===== src/rtl/ldro_pkg.sv =====
package ldro_pkg;
  localparam int unsigned REG_IDX_W = 5;
  localparam int unsigned OPT_W     = 3;
  localparam logic [REG_IDX_W-1:0] REG_SP_ZR = 5'd31;

  typedef struct packed {
    logic                 legal;
    logic [1:0]           size;
    logic [REG_IDX_W-1:0] rm;
    logic [OPT_W-1:0]     opt;
    logic                 sc;
    logic [REG_IDX_W-1:0] rn;
    logic [REG_IDX_W-1:0] rt;
  } ld_dec_t;

  typedef enum logic [1:0] {ST_IDLE, ST_REQ, ST_WAIT} ld_state_e;
endpackage


===== src/rtl/ldro_decode.sv =====
module ldro_decode
  import ldro_pkg::*;
(
  input  logic [31:0] instr,
  output ld_dec_t     dec
);
  logic pat_ok;

  always_comb begin
    pat_ok = instr[31] && (instr[29:27] == 3'b111) && !instr[26] &&
             (instr[25:24] == 2'b00) && (instr[23:22] == 2'b01) &&
             instr[21] && (instr[11:10] == 2'b10);
    dec.legal = pat_ok && instr[14];
    dec.size  = instr[31:30];
    dec.rm    = instr[20:16];
    dec.opt   = instr[15:13];
    dec.sc    = instr[12];
    dec.rn    = instr[9:5];
    dec.rt    = instr[4:0];
  end
endmodule


===== src/rtl/ldro_addr.sv =====
module ldro_addr
  import ldro_pkg::*;
#(
  parameter int unsigned XLEN          = 64,
  parameter int unsigned SP_ALIGN_BITS = 4
) (
  input  logic [1:0]           size,
  input  logic [OPT_W-1:0]     opt,
  input  logic                 sc,
  input  logic [REG_IDX_W-1:0] rn,
  input  logic [XLEN-1:0]      base_reg,
  input  logic [XLEN-1:0]      index_reg,
  input  logic [XLEN-1:0]      sp,
  output logic [XLEN-1:0]      addr,
  output logic                 sp_misaligned
);
  localparam int unsigned HALF_W = 32;

  logic [XLEN-1:0] ext_v;
  logic [XLEN-1:0] base_v;
  logic [1:0]      shamt;

  always_comb begin
    if (opt[0]) begin
      ext_v = index_reg;
    end else if (opt[2]) begin
      ext_v = {{(XLEN-HALF_W){index_reg[HALF_W-1]}}, index_reg[HALF_W-1:0]};
    end else begin
      ext_v = {{(XLEN-HALF_W){1'b0}}, index_reg[HALF_W-1:0]};
    end
    shamt  = sc ? size : 2'd0;
    base_v = (rn == REG_SP_ZR) ? sp : base_reg;
    addr   = base_v + (ext_v << shamt);
  end

  generate
    if (SP_ALIGN_BITS > 0) begin : g_align
      assign sp_misaligned = (rn == REG_SP_ZR) && (|sp[SP_ALIGN_BITS-1:0]);
    end else begin : g_noalign
      assign sp_misaligned = 1'b0;
    end
  endgenerate
endmodule


===== src/rtl/ldr_regoff_agu.sv =====
module ldr_regoff_agu
  import ldro_pkg::*;
#(
  parameter int unsigned XLEN          = 64,
  parameter int unsigned SP_ALIGN_BITS = 4
) (
  input  logic            clk,
  input  logic            rst_n,
  input  logic            in_valid,
  input  logic [31:0]     in_instr,
  output logic            busy,
  output logic [4:0]      rf_base_idx,
  input  logic [XLEN-1:0] rf_base_data,
  output logic [4:0]      rf_index_idx,
  input  logic [XLEN-1:0] rf_index_data,
  input  logic [XLEN-1:0] sp_value,
  output logic            mem_req_valid,
  input  logic            mem_req_ready,
  output logic [XLEN-1:0] mem_req_addr,
  output logic [1:0]      mem_req_size,
  input  logic            mem_rsp_valid,
  input  logic [XLEN-1:0] mem_rsp_data,
  output logic            wb_en,
  output logic [4:0]      wb_idx,
  output logic [XLEN-1:0] wb_data,
  output logic            undef_flag,
  output logic            align_fault
);
  localparam int unsigned WORD_W = 32;

  ld_dec_t         dec;
  logic [XLEN-1:0] ea;
  logic            misal;

  ld_state_e            state_q, state_d;
  logic [XLEN-1:0]      addr_q;
  logic [1:0]           size_q;
  logic [REG_IDX_W-1:0] rt_q;
  logic                 undef_q, undef_d;
  logic                 fault_q, fault_d;
  logic                 accept, load_en, rsp_fire;

  ldro_decode u_dec (
    .instr (in_instr),
    .dec   (dec)
  );

  ldro_addr #(.XLEN(XLEN), .SP_ALIGN_BITS(SP_ALIGN_BITS)) u_addr (
    .size          (dec.size),
    .opt           (dec.opt),
    .sc            (dec.sc),
    .rn            (dec.rn),
    .base_reg      (rf_base_data),
    .index_reg     (rf_index_data),
    .sp            (sp_value),
    .addr          (ea),
    .sp_misaligned (misal)
  );

  assign rf_base_idx  = dec.rn;
  assign rf_index_idx = dec.rm;

  always_comb begin
    accept   = in_valid && (state_q == ST_IDLE);
    load_en  = accept && dec.legal && !misal;
    undef_d  = accept && !dec.legal;
    fault_d  = accept && dec.legal && misal;
    rsp_fire = (state_q == ST_WAIT) && mem_rsp_valid;
    state_d  = state_q;
    case (state_q)
      ST_IDLE: if (load_en)       state_d = ST_REQ;
      ST_REQ:  if (mem_req_ready) state_d = ST_WAIT;
      ST_WAIT: if (mem_rsp_valid) state_d = ST_IDLE;
      default:                    state_d = ST_IDLE;
    endcase
  end

  always_ff @(posedge clk or negedge rst_n) begin
    if (!rst_n) begin
      state_q <= ST_IDLE;
      undef_q <= 1'b0;
      fault_q <= 1'b0;
      addr_q  <= '0;
      size_q  <= '0;
      rt_q    <= '0;
    end else begin
      state_q <= state_d;
      undef_q <= undef_d;
      fault_q <= fault_d;
      if (load_en) begin
        addr_q <= ea;
        size_q <= dec.size;
        rt_q   <= dec.rt;
      end
    end
  end

  assign busy          = (state_q != ST_IDLE);
  assign mem_req_valid = (state_q == ST_REQ);
  assign mem_req_addr  = addr_q;
  assign mem_req_size  = size_q;
  assign undef_flag    = undef_q;
  assign align_fault   = fault_q;
  assign wb_en         = rsp_fire && (rt_q != REG_SP_ZR);
  assign wb_idx        = rt_q;
  assign wb_data       = size_q[0] ? mem_rsp_data
                                   : {{(XLEN-WORD_W){1'b0}}, mem_rsp_data[WORD_W-1:0]};


  req_hold_chk: assert property (@(posedge clk) disable iff (!rst_n)
    mem_req_valid && !mem_req_ready |=> mem_req_valid && $stable(mem_req_addr));


  undef_noreq_chk: assert property (@(posedge clk) disable iff (!rst_n)
    undef_flag |-> !mem_req_valid && !busy);


  fault_noreq_chk: assert property (@(posedge clk) disable iff (!rst_n)
    align_fault |-> !busy);


  flags_excl_chk: assert property (@(posedge clk) disable iff (!rst_n)
    $onehot0({undef_flag, align_fault, busy}));


  wb_release_chk: assert property (@(posedge clk) disable iff (!rst_n)
    wb_en |=> !busy);
endmodule


===== config.mk =====
export PLATFORM = sky130hd
export DESIGN_NAME = ldr_regoff_agu
export DESIGN_NICKNAME = d
export VERILOG_FILES = /design/src/rtl/ldro_pkg.sv /design/src/rtl/ldro_decode.sv /design/src/rtl/ldro_addr.sv /design/src/rtl/ldr_regoff_agu.sv
export SDC_FILE = /design/constraint.sdc
export NUM_CORES = 1
export LEC_CHECK = 0
export BUFFER_PORTS_ARGS = -buffer_cell sky130_fd_sc_hd__buf_2
export CAP_MARGIN = 20
export CORE_AREA = 2 2 174 176
export CTS_BUF_LIST = sky130_fd_sc_hd__clkbuf_16
export CTS_CLUSTER_DIAMETER = 60
export DETAILED_ROUTE_END_ITERATION = 6
export DIE_AREA = 0 0 176 178
export SLEW_MARGIN = 25
export SYNTH_ARGS = -nofsm -noshare
export SYNTH_HDL_FRONTEND = slang
export SYNTH_SLANG_ARGS = --single-unit

===== constraint.sdc =====
create_clock -name clk -period 2.4 [get_ports clk]
set_input_delay 0.24 -clock clk [delete_from_list [all_inputs] [get_ports clk]]
set_output_delay 0.24 -clock clk [all_outputs]
set_load 0.01 [all_outputs]

==> summary.txt, run 1 <==
Run status
  • Failing checks: negative setup slack
  • Outcome: finished, violations left

Flow run
  • Max-Cap Viols: 0

Detailed routing
  • Final WL: roughly 43000 um
  • 1st-iter DRT viols: between 600 and 700
  • Via/cell ratio: about 5.1
  • DR vias: about 11000
  • Residual DRC count: 0
  • DRT antenna net count: 0
  • Wirelength per Cell: between 15 and 20 um
  • Pre-Repair DR Iteration Count: 5

GRT
  • Largest net degree at the start of global routing: about 80
  • Total grt overflow: 0
  • First-pass GRT wire length: about 62000 um
  • Number of global-route vias before repair: 11266
  • Initial antenna violation count: 0
  • Overall routing resource usage: approximately a quarter

Layout
  • Ant diodes: 0
  • P&R area growth vs syn: 72.8%
  • Post-route insts no fill: between 2000 and 2500
  • Fill cell count: roughly 2800
  • Core Util, Final: between 50% and 60%
  • Post-layout net count: between 2000 and 2500
  • Share of cells above drive strength 1: around 56%
  • Post-route cell area: ~16000 um^2

Yosys
  • Number of synthesized flops with an enable pin: 0
  • Yosys reg bits: 75
  • Most numerous cell in the Yosys netlist: nand2_1
  • Mapped Cells: between 1000 and 1500
  • Primary FF master, synth: dfrtp_1
  • Synth top area share: 20.4%
  • Register area share after synthesis: roughly 20%
  • Fraction of registers with async set or reset after synthesis: between 90% and 100%
  • Yosys Warn Count: 0
  • Ranking of synthesized cells by area: dfrtp_1, nand2_1, ha_1
  • Synthesized cell area: ~9200 um^2
  • Synth unique cells: between 60 and 70
  • Synthesized area per cell: about 7.6 um^2
  • Top cells by count, synth: nand2_1, a21oi_1, dfrtp_1
  • Area leader, netlist: dfrtp_1
  • Net Count, Synth: approximately 1600

Floorplan
  • # rows: 63
  • DIE AREA: 31300 um^2
  • I/O Pins: between 400 and 500
  • Starting Density: a little under a third
  • Core area: between 20000 and 30000 um^2
  • Die width: ~180 um
  • Die Y: 178 um

Timing
  • Hold WS: around 0.064 ns
  • Slew HR: about half
  • Max Clock Skew: 0.00852 ns
  • Fmax: just under 0.3 GHz
  • Unrepaired setup endpoints after global routing: yes
  • Worst-Margin Slew: about 0.73 ns
  • Endpoints failing setup: 57
  • Final min period: roughly 3.4 ns
  • Fin. max-slew vios: 0
  • Period utilisation layout: 141%
  • Final hold violations: 0
  • Final WS setup: -0.995 ns

Hold path
  • Worst Hold End: wb_idx[2]
  • HP Class: input port to flop
  • WHS Path Cells: 3
  • HP Start: in_instr[2]

Clock network
  • Clk root buf: clkbuf_16
  • TritonCTS Sinks: 75
  • Worst-skew pair later-pin latency: ~0.37 ns
  • H-tree Lvls: 3
  • Clock transition at path regs: ~0.070 ns
  • TritonCTS clock tree: done
  • Longest Clk Path Bufs: 2
  • Num CTS Buffers: 9

Power and ir drop
  • Peak VDD IR: about 320 uV
  • P per Cell Area: between 400 and 500 nW/um^2
  • Cell leakage power: between 7 and 8 nW

Placement
  • Setup Slack @ Placement: -1.54 ns
  • Final HPWL DP: ~33000 um
  • Inst Count DP: 2152
  • Routability cong.: 0.938
  • Placed Area: about 14000 um^2
  • Port Buffers: roughly 370

Setup path
  • CP Capture Type: flop
  • Arrival time at the worst endpoint: 3.65 ns
  • CP Class: input port to flop
  • Crit path launch type: input port
  • Crit Reg-Reg Startpoint: state_q[1]
  • Reg2reg end: mem_req_addr[46]
  • FF-to-FF path depth: 5
  • CP required: around 2.7 ns
  • Crit-path max FO: 8
  • Worst reg2reg setup slack: around 0.56 ns
-- how the worst max path moves through the flow --
stage / start / endpoint / slack [ns]
6_report: in_instr[7] / mem_req_addr[58] / -0.99
5_1_grt: in_instr[12] / mem_req_addr[63] / -1.14
4_1_cts: in_instr[7] / mem_req_addr[63] / -0.99
3_5_place_dp: in_instr[12] / mem_req_addr[40] / -1.54
3_3_place_gp: in_instr[12] / mem_req_addr[57] / -1.55
2_1_floorplan: in_instr[7] / mem_req_addr[58] / -1.03
-- critical path, cell delays in order --
cell      delay (ns)
buf_6           0.09
and3_4          0.17
nand3_4         0.06
buf_12          0.18
buf_16          0.16
mux2_2          0.36
ha_4            0.28
and3_4          0.19
a221oi_4        0.06
or4b_4          0.57
a21oi_4         0.20
nor2_4          0.07
o41ai_4         0.25
a41oi_2         0.21
o21a_1          0.26
a211o_1         0.27
-- metal layers --
| metal | vias to the layer above | routed length [um] | global-route usage (%) |
|---|---|---|---|
| li1 | 5498 | - | - |
| met3 | 72 | 2820 | 5.54 |
| met2 | 367 | 21100 | 46.0 |
| met4 | 0 | 1550 | 10.3 |
| met1 | 5439 | 17400 | 30.3 |
| met5 | - | 0 | 0 |
-- cells by family (layout without fill, tap and decap cells) --
group                      count (synthesis)  count (layout)  share of synthesized area [%]
and+or+nand+nor                          428             428                           20.8
xor gates and xnor gates                  57              57                           5.42
adders and majority gates                 64              64                           8.78
muxes                                    130             130                           15.1
AOI/OAI and AO/OA                        322             322                           22.0
buffers and inverters                    141             754                           7.54
DFF                                       75              75                           20.4
-- power by group --
group	leakage, nW	switching (mW)	internal (mW)
logic	6.79	2.17	2.33
clock network	0.129	0.706	0.717
registers	1.05	0.00267	1.27
-- placed cells by master, fill, tap and decap left out, types with 13 or more instances in the layout --
cell type  instances
and2_1            33
nor2_1            24
mux2i_2           27
ha_1              27
buf_2            363
o21ai_1           53
a21o_1            36
ha_4              30
mux2_2            56
a31oi_1           28
a21oi_2           30
a21oi_1           48
o21ai_0           20
buf_6             27
nand4_1           26
inv_1             18
xor2_1            21
buf_4            310
buf_12            15
o21ai_2           13
dfrtp_1           75
mux2i_1           24
nand2_1          268
-- registers in the layout, indices dropped and copies added (netlist names) --
| register | flops |
|---|---|
| state_q | 2 |
| mem_req_addr | 64 |
| mem_req_size | 2 |
| undef_flag | 1 |
| align_fault | 1 |
| wb_idx | 5 |
-- repair_timing --
action,CTS,global route
endpoints found under the setup margin,57,59
buffers inserted,30,30
hold endpoints to repair,75,0
cloned,4,1
resized for setup,172,151
pin swaps,58,93
hold buffers,1,0
-- cell type report --
class                      count  area, um^2  share of cell area, %
clock buffer                   9         225                   1.42
clock inverter                 7        57.6                  0.362
inverter                      18        67.6                  0.425
multi-input combinational   1001        8330                   52.3
sequential                    75        1880                   11.8
tap                          390         488                   3.07
timing repair buffer         720        4870                   30.6
-- per-stage QoR --
| stage | setup TNS (ns) | total power, mW |
|---|---|---|
| floorplan | -37.00 | 3.15 |
| global placement | -63.87 | 4.78 |
| detailed placement | -65.40 | 4.79 |
| CTS | -34.84 | 6.76 |
| global route | -43.90 | 7.57 |
| finish | -37.79 | 7.19 |
No activity file was read; power rests on OpenSTA's default activity.
==> inputs of run 2 (changes only) <==
--- a/config.mk
+++ b/config.mk
@@ -12,6 +12,7 @@
 export CTS_CLUSTER_DIAMETER = 60
 export DETAILED_ROUTE_END_ITERATION = 6
 export DIE_AREA = 0 0 176 178
+export PLACE_DENSITY = 0.65
 export SLEW_MARGIN = 25
 export SYNTH_ARGS = -nofsm -noshare
 export SYNTH_HDL_FRONTEND = slang
==> constraint.sdc (replaced) <==
create_clock -name clk -period 3.4 [get_ports clk]
set_input_delay 0.34 -clock clk [delete_from_list [all_inputs] [get_ports clk]]
set_output_delay 0.34 -clock clk [all_outputs]
set_load 0.01 [all_outputs]
==> run 2 against run 1 <==
  * The flow still finishes with violations (negative setup slack)
  * Largest cell class unchanged
  * Total power shrank 33%
  * Sequential share of layout area is 0.76 points higher
  * Largest power group unchanged
  * Highest routed layer is now met5
  * Cell count decreased by 1.9%
  * Wire length down 7.0%
  * Via count decreased by 2.3%
  * Clock-buffer cell count did not move
  * Clock power decreased by 19%
==> summary.txt, run 2 (synthesis gave the netlist of run 1 again) <==
Timing
  • Final WS setup: -0.134 ns (was -0.995 ns)
  • Setup TNS: -0.677 ns (was -37.79 ns)
  • Slew HR: 48.1% (was 51.4%)
  • Final min period: 3.53 ns
  • Max Clock Skew: 0.0109 ns (was 0.00852 ns)
  • Period utilisation layout: 104%
  • Fin. max-slew vios: 0 (unchanged)
  • Final hold violations: 0 (unchanged)
  • Endpoints failing setup: 9 (was 57)
  • Fmax: around 0.28 GHz
  • Unrepaired setup endpoints after global routing: yes (unchanged)
  • Worst-Margin Slew: 0.778 ns (was 0.729 ns)

Clock network
  • Num CTS Buffers: 9 (unchanged)
  • Longest Clk Path Bufs: 2 (unchanged)
  • TritonCTS Sinks: 75 (unchanged)
  • H-tree Lvls: 3 (unchanged)
  • Clock transition at path regs: 0.07 ns (about the same)
  • Worst-skew pair later-pin latency: 0.37 ns (about the same)
  • TritonCTS clock tree: done (unchanged)
  • Clk root buf: clkbuf_16 (unchanged)
  • CTS Hold Bufs: 0 (was 1)

Placement
  • Final HPWL DP: 31300 um (was 33400 um)
  • Port Buffers: 368 (unchanged)
  • Routability cong.: 0.933 (was 0.938)
  • Placed Area: 13300 um^2 (was 13600 um^2)
  • Inst Count DP: 2124 (was 2152)

Setup path
  • CP required: 3.62 ns (was 2.65 ns)
  • Arrival time at the worst endpoint: 3.76 ns (was 3.65 ns)
  • Crit path buf inv count: 4 (was 3)
  • CP max stage delay: 0.53 ns (was 0.57 ns)
  • Critical path's top delay family: simple AND/OR/NAND/NOR gates (was compound AO/OA/AOI/OAI gates)
  • CP Class: input port to flop (unchanged)
  • Crit-path cells: buf_6, and3_4, nand3_4, buf_12, buf_16, mux2_4, ha_4, and3_4, a221oi_2, or4b_4, a21oi_4, nor2_4, o41ai_4, a41oi_2, buf_4, a31oi_4, xnor2_2, o21ai_1 (was buf_6, and3_4, nand3_4, buf_12, buf_16, mux2_2, ha_4, and3_4, a221oi_4, or4b_4, a21oi_4, nor2_4, o41ai_4, a41oi_2, o21a_1, a211o_1)
  • Most used cell, CP: and3_4 (unchanged)
  • Crit-path max FO: 8 (unchanged)
  • CP Capture Type: flop (unchanged)
  • Worst reg2reg setup slack: 0.80 ns (was 0.56 ns)
  • Slowest stage cell on the critical path: or4b_4 (unchanged)
  • Crit path launch type: input port (unchanged)
  • CP Launch Point: in_instr[7] (unchanged)
  • Crit Reg-Reg Startpoint: state_q[0] (was state_q[1])

Layout
  • Most frequent cells in the layout: buf_2, buf_4, nand2_1 (unchanged)
  • Max reg flops: 64 (unchanged)
  • Fill cell count: 2816 (was 2751)
  • Post-route cell area: 14900 um^2 (was 15900 um^2)
  • Post-route insts no fill: 2177 (was 2220)
  • Post-layout net count: 2133 (was 2182)
  • Share of cells above drive strength 1: 52.2% (was 56.0%)
  • P&R area growth vs syn: 62.4% (was 72.8%)
  • Commonest non-fill, non-tap cell in the layout: buf_2 (unchanged)

Floorplan
  • I/O Pins: 443 (unchanged)
  • Starting Density: 31.3% (unchanged)
  • Die width: 176 um (unchanged)
  • # rows: 63 (unchanged)
  • DIE AREA: 31300 um^2 (unchanged)
  • Die Y: 178 um (unchanged)
  • Core area: 29400 um^2 (unchanged)

Hold path
  • HP Class: input port to asynchronous set/reset pin (was input port to flop)

Power and ir drop
  • Combinational power share: 57.6% (was 62.5%)
  • Sw Ratio: 38.5% (was 40.0%)
  • Clk pwr share: 23.8% (was 19.8%)
  • Peak VDD IR: 211 uV (was 323 uV)
  • Sequential power share: 18.6% (was 17.7%)
  • Sw Pwr: 1.86 mW (was 2.88 mW)
  • Internal: 2.96 mW (was 4.31 mW)
  • P per Cell Area: 323 nW/um^2 (was 452 nW/um^2)
  • Cell leakage power: 7.59 nW (was 7.97 nW)
  • Design Power: 4.82 mW (was 7.19 mW)

Run status
  • Failing checks: negative setup slack (unchanged)
  • Outcome: finished, violations left (unchanged)

Detailed routing
  • Final WL: 39800 um (was 42800 um)
  • Pre-Repair DR Iteration Count: 5 (unchanged)
  • DRT antenna net count: 0 (unchanged)
  • Residual DRC count: 0 (unchanged)
  • Via/cell ratio: 5.11 (was 5.12)
  • Wirelength per Cell: 18.3 um (was 19.3 um)
  • DR vias: 11118 (was 11376)
  • 1st-iter DRT viols: 571 (was 637)

GRT
  • Largest net degree at the start of global routing: 76 (was 78)
  • Initial antenna violation count: 8 (was 0)
  • Total grt overflow: 0 (unchanged)
  • Number of global-route vias before repair: 11051 (was 11266)
  • First-pass GRT wire length: 58500 um (was 62100 um)
  • Overall routing resource usage: 24.2% (was 25.9%)

Flow run
  • Max-Cap Viols: 0 (unchanged)
[run 2: changes by cell type in the layout (fill, tap and decap cells not counted), sizes merged]
cell	delta
bufinv	+2
dlygate4sd3	-1
clkbuf	-1
diode	+6
buf	-47
clkinv	+1
clkinvlp	-3
[run 2: per-stage QoR]
| step | util (%) | hold slack (ns) | setup slack [ns] |
|---|---|---|---|
| after detailed placement | 45.2 | 0.456 | -0.686 |
| after floorplan | - | 0.0444 | -0.130 |
| after global routing | 50.8 | 0.0947 | -0.240 |
| after CTS | 49.5 | 0.0592 | -0.156 |
| after global placement | 45.2 | 0.449 | -0.639 |
| final | 50.8 | 0.0378 | -0.134 |
[run 2: timing repair]
action	4_1_cts	5_1_grt
cloned	6	0
resized for setup	122	71
setup endpoints to repair	26	31
pin swaps	33	24
setup buffers	20	6
hold endpoints to repair	0	0
[run 2: routing by layer]
layer	share of wire [%]	routed length, um	up-vias	global-route usage, %
met5	0.068	27	-	0
met4	4.0	1590	4	11.7
met3	6.0	2410	80	3.94
met2	49	19600	437	43.0
met1	41	16200	5183	28.5
li1	-	-	5414	-
[run 2: worst paths after layout]
kind	depth (start not counted)	endpoint
min in group clk	3	wb_idx[3]
hold reg to reg	2	mem_req_addr[45]
max in group asynchronous	1	wb_idx[0]
hold / removal	1	mem_req_addr[56]
setup / recovery	18	mem_req_addr[62]
setup reg to reg	5	mem_req_addr[46]
[run 2: power groups by stage]
| stage | Combinational [mW] | Sequential (mW) | Clock [mW] |
|---|---|---|---|
| 2_1_floorplan | 1.31 | 0.915 | 0 |
| 3_3_place_gp | 2.34 | 0.914 | 0 |
| 3_5_place_dp | 2.36 | 0.914 | 0 |
| 4_1_cts | 2.61 | 0.896 | 1.17 |
| 5_1_grt | 2.98 | 0.896 | 1.21 |
| 6_report | 2.78 | 0.896 | 1.15 |
[run 2: layout make-up]
| type | instances | area, um^2 | area share (%) |
|---|---|---|---|
| diodes | 6 | 15.0 | 0.100 |
| clock buffers | 9 | 225 | 1.51 |
| clock inverters | 7 | 106 | 0.712 |
| inverters | 18 | 67.6 | 0.452 |
| multi-input cells | 1001 | 7780 | 52.0 |
| flip-flops and latches | 75 | 1880 | 12.6 |
| well taps | 390 | 488 | 3.27 |
| repair buffers | 671 | 4390 | 29.4 |
==> inputs of run 3 (changes only) <==
--- a/config.mk
+++ b/config.mk
@@ -12,7 +12,6 @@
 export CTS_CLUSTER_DIAMETER = 60
 export DETAILED_ROUTE_END_ITERATION = 6
 export DIE_AREA = 0 0 176 178
-export PLACE_DENSITY = 0.65
 export SLEW_MARGIN = 25
 export SYNTH_ARGS = -nofsm -noshare
 export SYNTH_HDL_FRONTEND = slang
==> run 3 against run 2 <==
  * The flow finishes with violations (negative hold slack, negative setup slack)
  * Sequential share of layout area increased by 0.10 points
  * Clock skew decreased by 0.0040 ns
  * Critical path depth increased by 1
  * Register-to-register slack improved by 0.59 ns
  * First-iteration DRC count increased by 2.8%
  * Sequential power about the same
  * Maximum frequency increased by 2.1%
  * Via count decreased by 0.79%
  * Global-route usage increased by 0.24 points
  * Setup slack improved by 0.073 ns
  * Combinational power about the same
  * Clock power decreased by 13%
  * Critical path type unchanged
  * Largest cell class unchanged
==> summary.txt, run 3 (synthesis gave the netlist of run 1 again) <==
Timing
  • Final hold violations: 10 (was 0)
  • Fmax: 0.289 GHz (was 0.283 GHz)
  • Max Clock Skew: 0.00689 ns (was 0.0109 ns)
  • Period utilisation layout: 102% (was 104%)
  • Setup TNS: -0.247 ns (was -0.677 ns)
  • Worst-Margin Slew: 0.805 ns (was 0.778 ns)
  • Fin. max-slew vios: 0 (unchanged)
  • Unrepaired setup endpoints after global routing: yes (unchanged)
  • Hold WS: -0.00991 ns (was 0.0378 ns)
  • Final WS setup: -0.0615 ns (was -0.134 ns)
  • Final min period: 3.46 ns (was 3.53 ns)
  • Slew HR: 46.3% (was 48.1%)
  • Endpoints failing setup: 7 (was 9)

GRT
  • Initial antenna violation count: 0 (was 8)
  • Number of global-route vias before repair: 11032 (was 11051)
  • Total grt overflow: 0 (unchanged)
  • First-pass GRT wire length: 59300 um (was 58500 um)
  • Overall routing resource usage: 24.5% (was 24.2%)
  • Largest net degree at the start of global routing: 87 (was 76)

Power and ir drop
  • Peak VDD IR: 243 uV (was 211 uV)
  • Cell leakage power: 7.56 nW (was 7.59 nW)
  • Design Power: 4.65 mW (was 4.82 mW)
  • P per Cell Area: 314 nW/um^2 (was 323 nW/um^2)

Placement
  • Port Buffers: 368 (unchanged)
  • Routability cong.: 0.914 (was 0.933)
  • Setup Slack @ Placement: -0.672 ns (was -0.686 ns)
  • Inst Count DP: 2124 (unchanged)
  • Final HPWL DP: 31500 um (was 31300 um)

Detailed routing
  • Via/cell ratio: 5.07 (was 5.11)
  • DRT antenna net count: 0 (unchanged)
  • Wirelength per Cell: 18.1 um (was 18.3 um)
  • DR vias: 11030 (was 11118)
  • Pre-Repair DR Iteration Count: 4 (was 5)
  • Final WL: 39400 um (was 39800 um)
  • Residual DRC count: 0 (unchanged)
  • 1st-iter DRT viols: 587 (was 571)

Flow run
  • Max-Cap Viols: 0 (unchanged)

Setup path
  • Crit path buf inv count: 5 (was 4)
  • Slowest stage cell on the critical path: or4b_4 (unchanged)
  • Crit-path cells: buf_8, and2_4, buf_12, buf_16, mux2i_4, mux2i_1, ha_1, and3_4, a221oi_4, or4b_4, buf_4, a21boi_4, o21ai_2, a21oi_2, o21ai_1, buf_4, o21ai_2, xnor2_1, o21ai_1 (was buf_6, and3_4, nand3_4, buf_12, buf_16, mux2_4, ha_4, and3_4, a221oi_2, or4b_4, a21oi_4, nor2_4, o41ai_4, a41oi_2, buf_4, a31oi_4, xnor2_2, o21ai_1)
  • CP Capture Type: flop (unchanged)
  • Critical path's top delay family: simple AND/OR/NAND/NOR gates (unchanged)
  • CP Class: input port to flop (unchanged)
  • CP required: 3.62 ns (about the same)
  • Crit-path max FO: 6 (was 8)
  • Arrival time at the worst endpoint: 3.68 ns (was 3.76 ns)
  • CP max stage delay: 0.53 ns (about the same)
  • Crit path launch type: input port (unchanged)

Layout
  • Post-layout net count: 2136 (was 2133)
  • Share of cells above drive strength 1: 51.6% (was 52.2%)
  • Commonest non-fill, non-tap cell in the layout: buf_2 (unchanged)
  • Post-route insts no fill: 2174 (was 2177)
  • P&R area growth vs syn: 61.1% (was 62.4%)
  • Most frequent cells in the layout: buf_2, buf_4, nand2_1 (unchanged)
  • Fill cell count: 2889 (was 2816)
  • Ant diodes: 0 (was 6)
  • Max reg flops: 64 (unchanged)

Floorplan
  • DIE AREA: 31300 um^2 (unchanged)
  • # rows: 63 (unchanged)
  • I/O Pins: 443 (unchanged)
  • Starting Density: 31.3% (unchanged)
  • Die Y: 178 um (unchanged)
  • Core area: 29400 um^2 (unchanged)
  • Die width: 176 um (unchanged)

Run status
  • Outcome: finished, violations left (unchanged)
  • Failing checks: negative hold slack, negative setup slack (was negative setup slack)

Clock network
  • TritonCTS Sinks: 75 (unchanged)
  • CTS Hold Bufs: 0 (unchanged)
  • Worst-skew pair later-pin latency: 0.36 ns (was 0.37 ns)
  • Clk root buf: clkbuf_16 (unchanged)
  • H-tree Lvls: 3 (unchanged)
  • Num CTS Buffers: 9 (unchanged)
  • TritonCTS clock tree: done (unchanged)
  • Longest Clk Path Bufs: 2 (unchanged)
  • Clock transition at path regs: 0.07 ns (about the same)

Hold path
  • HP Class: input port to asynchronous set/reset pin (unchanged)
[run 3: stage by stage]
stage | utilization, % | cell area [um^2]
final | 50.4 | 14800
after global routing | 50.4 | 14800
after CTS | 48.8 | 14300
after detailed placement | 45.2 | 13300
after global placement | 45.2 | 13300
after floorplan | - | 9630
[run 3: final cells by class]
type | count | area (um^2) | share of cell area [%]
clock inverter | 7 | 58.8 | 0.397
tap | 390 | 488 | 3.29
clock buffer | 9 | 225 | 1.52
timing repair buffer | 674 | 4420 | 29.8
sequential | 75 | 1880 | 12.7
multi-input combinational | 1001 | 7690 | 51.9
inverter | 18 | 67.6 | 0.456
[run 3: layer usage]
metal	share of wire [%]	wire length, um	GRT usage, %	vias to the layer above
met5	0	0	0	-
met4	3.3	1320	8.71	0
met3	5.0	1950	3.28	71
met2	51	20100	45.8	340
met1	41	16000	28.6	5217
li1	-	-	-	5402
[run 3: timing repair]
action | CTS | global route
pin swaps | 36 | 55
cloned | 4 | 0
gates resized for setup | 102 | 93
setup buffers | 22 | 11
endpoints found under the setup margin | 27 | 29
[run 3: report_power, final]
part           total, mW  switching, mW  internal, mW
registers          0.896        0.00185         0.894
clock network      0.998          0.489         0.509
logic               2.75           1.38          1.38
total               4.65           1.87          2.78
[run 3: final timing paths]
check / from / endpoint / slack, ns / cells after the start
worst max-delay path: in_instr[30] / mem_req_addr[24] / -0.06 / 19
worst min-delay path: rst_n / mem_req_addr[39] / -0.01 / 1
worst max register to register: state_q[0] / mem_req_addr[12] / 1.39 / 5
worst min register to register: mem_req_addr[4] / mem_req_addr[4] / 0.47 / 2
max in group asynchronous: rst_n / mem_req_size[0] / 2.81 / 2
min in group clk: in_instr[2] / wb_idx[2] / 0.16 / 3
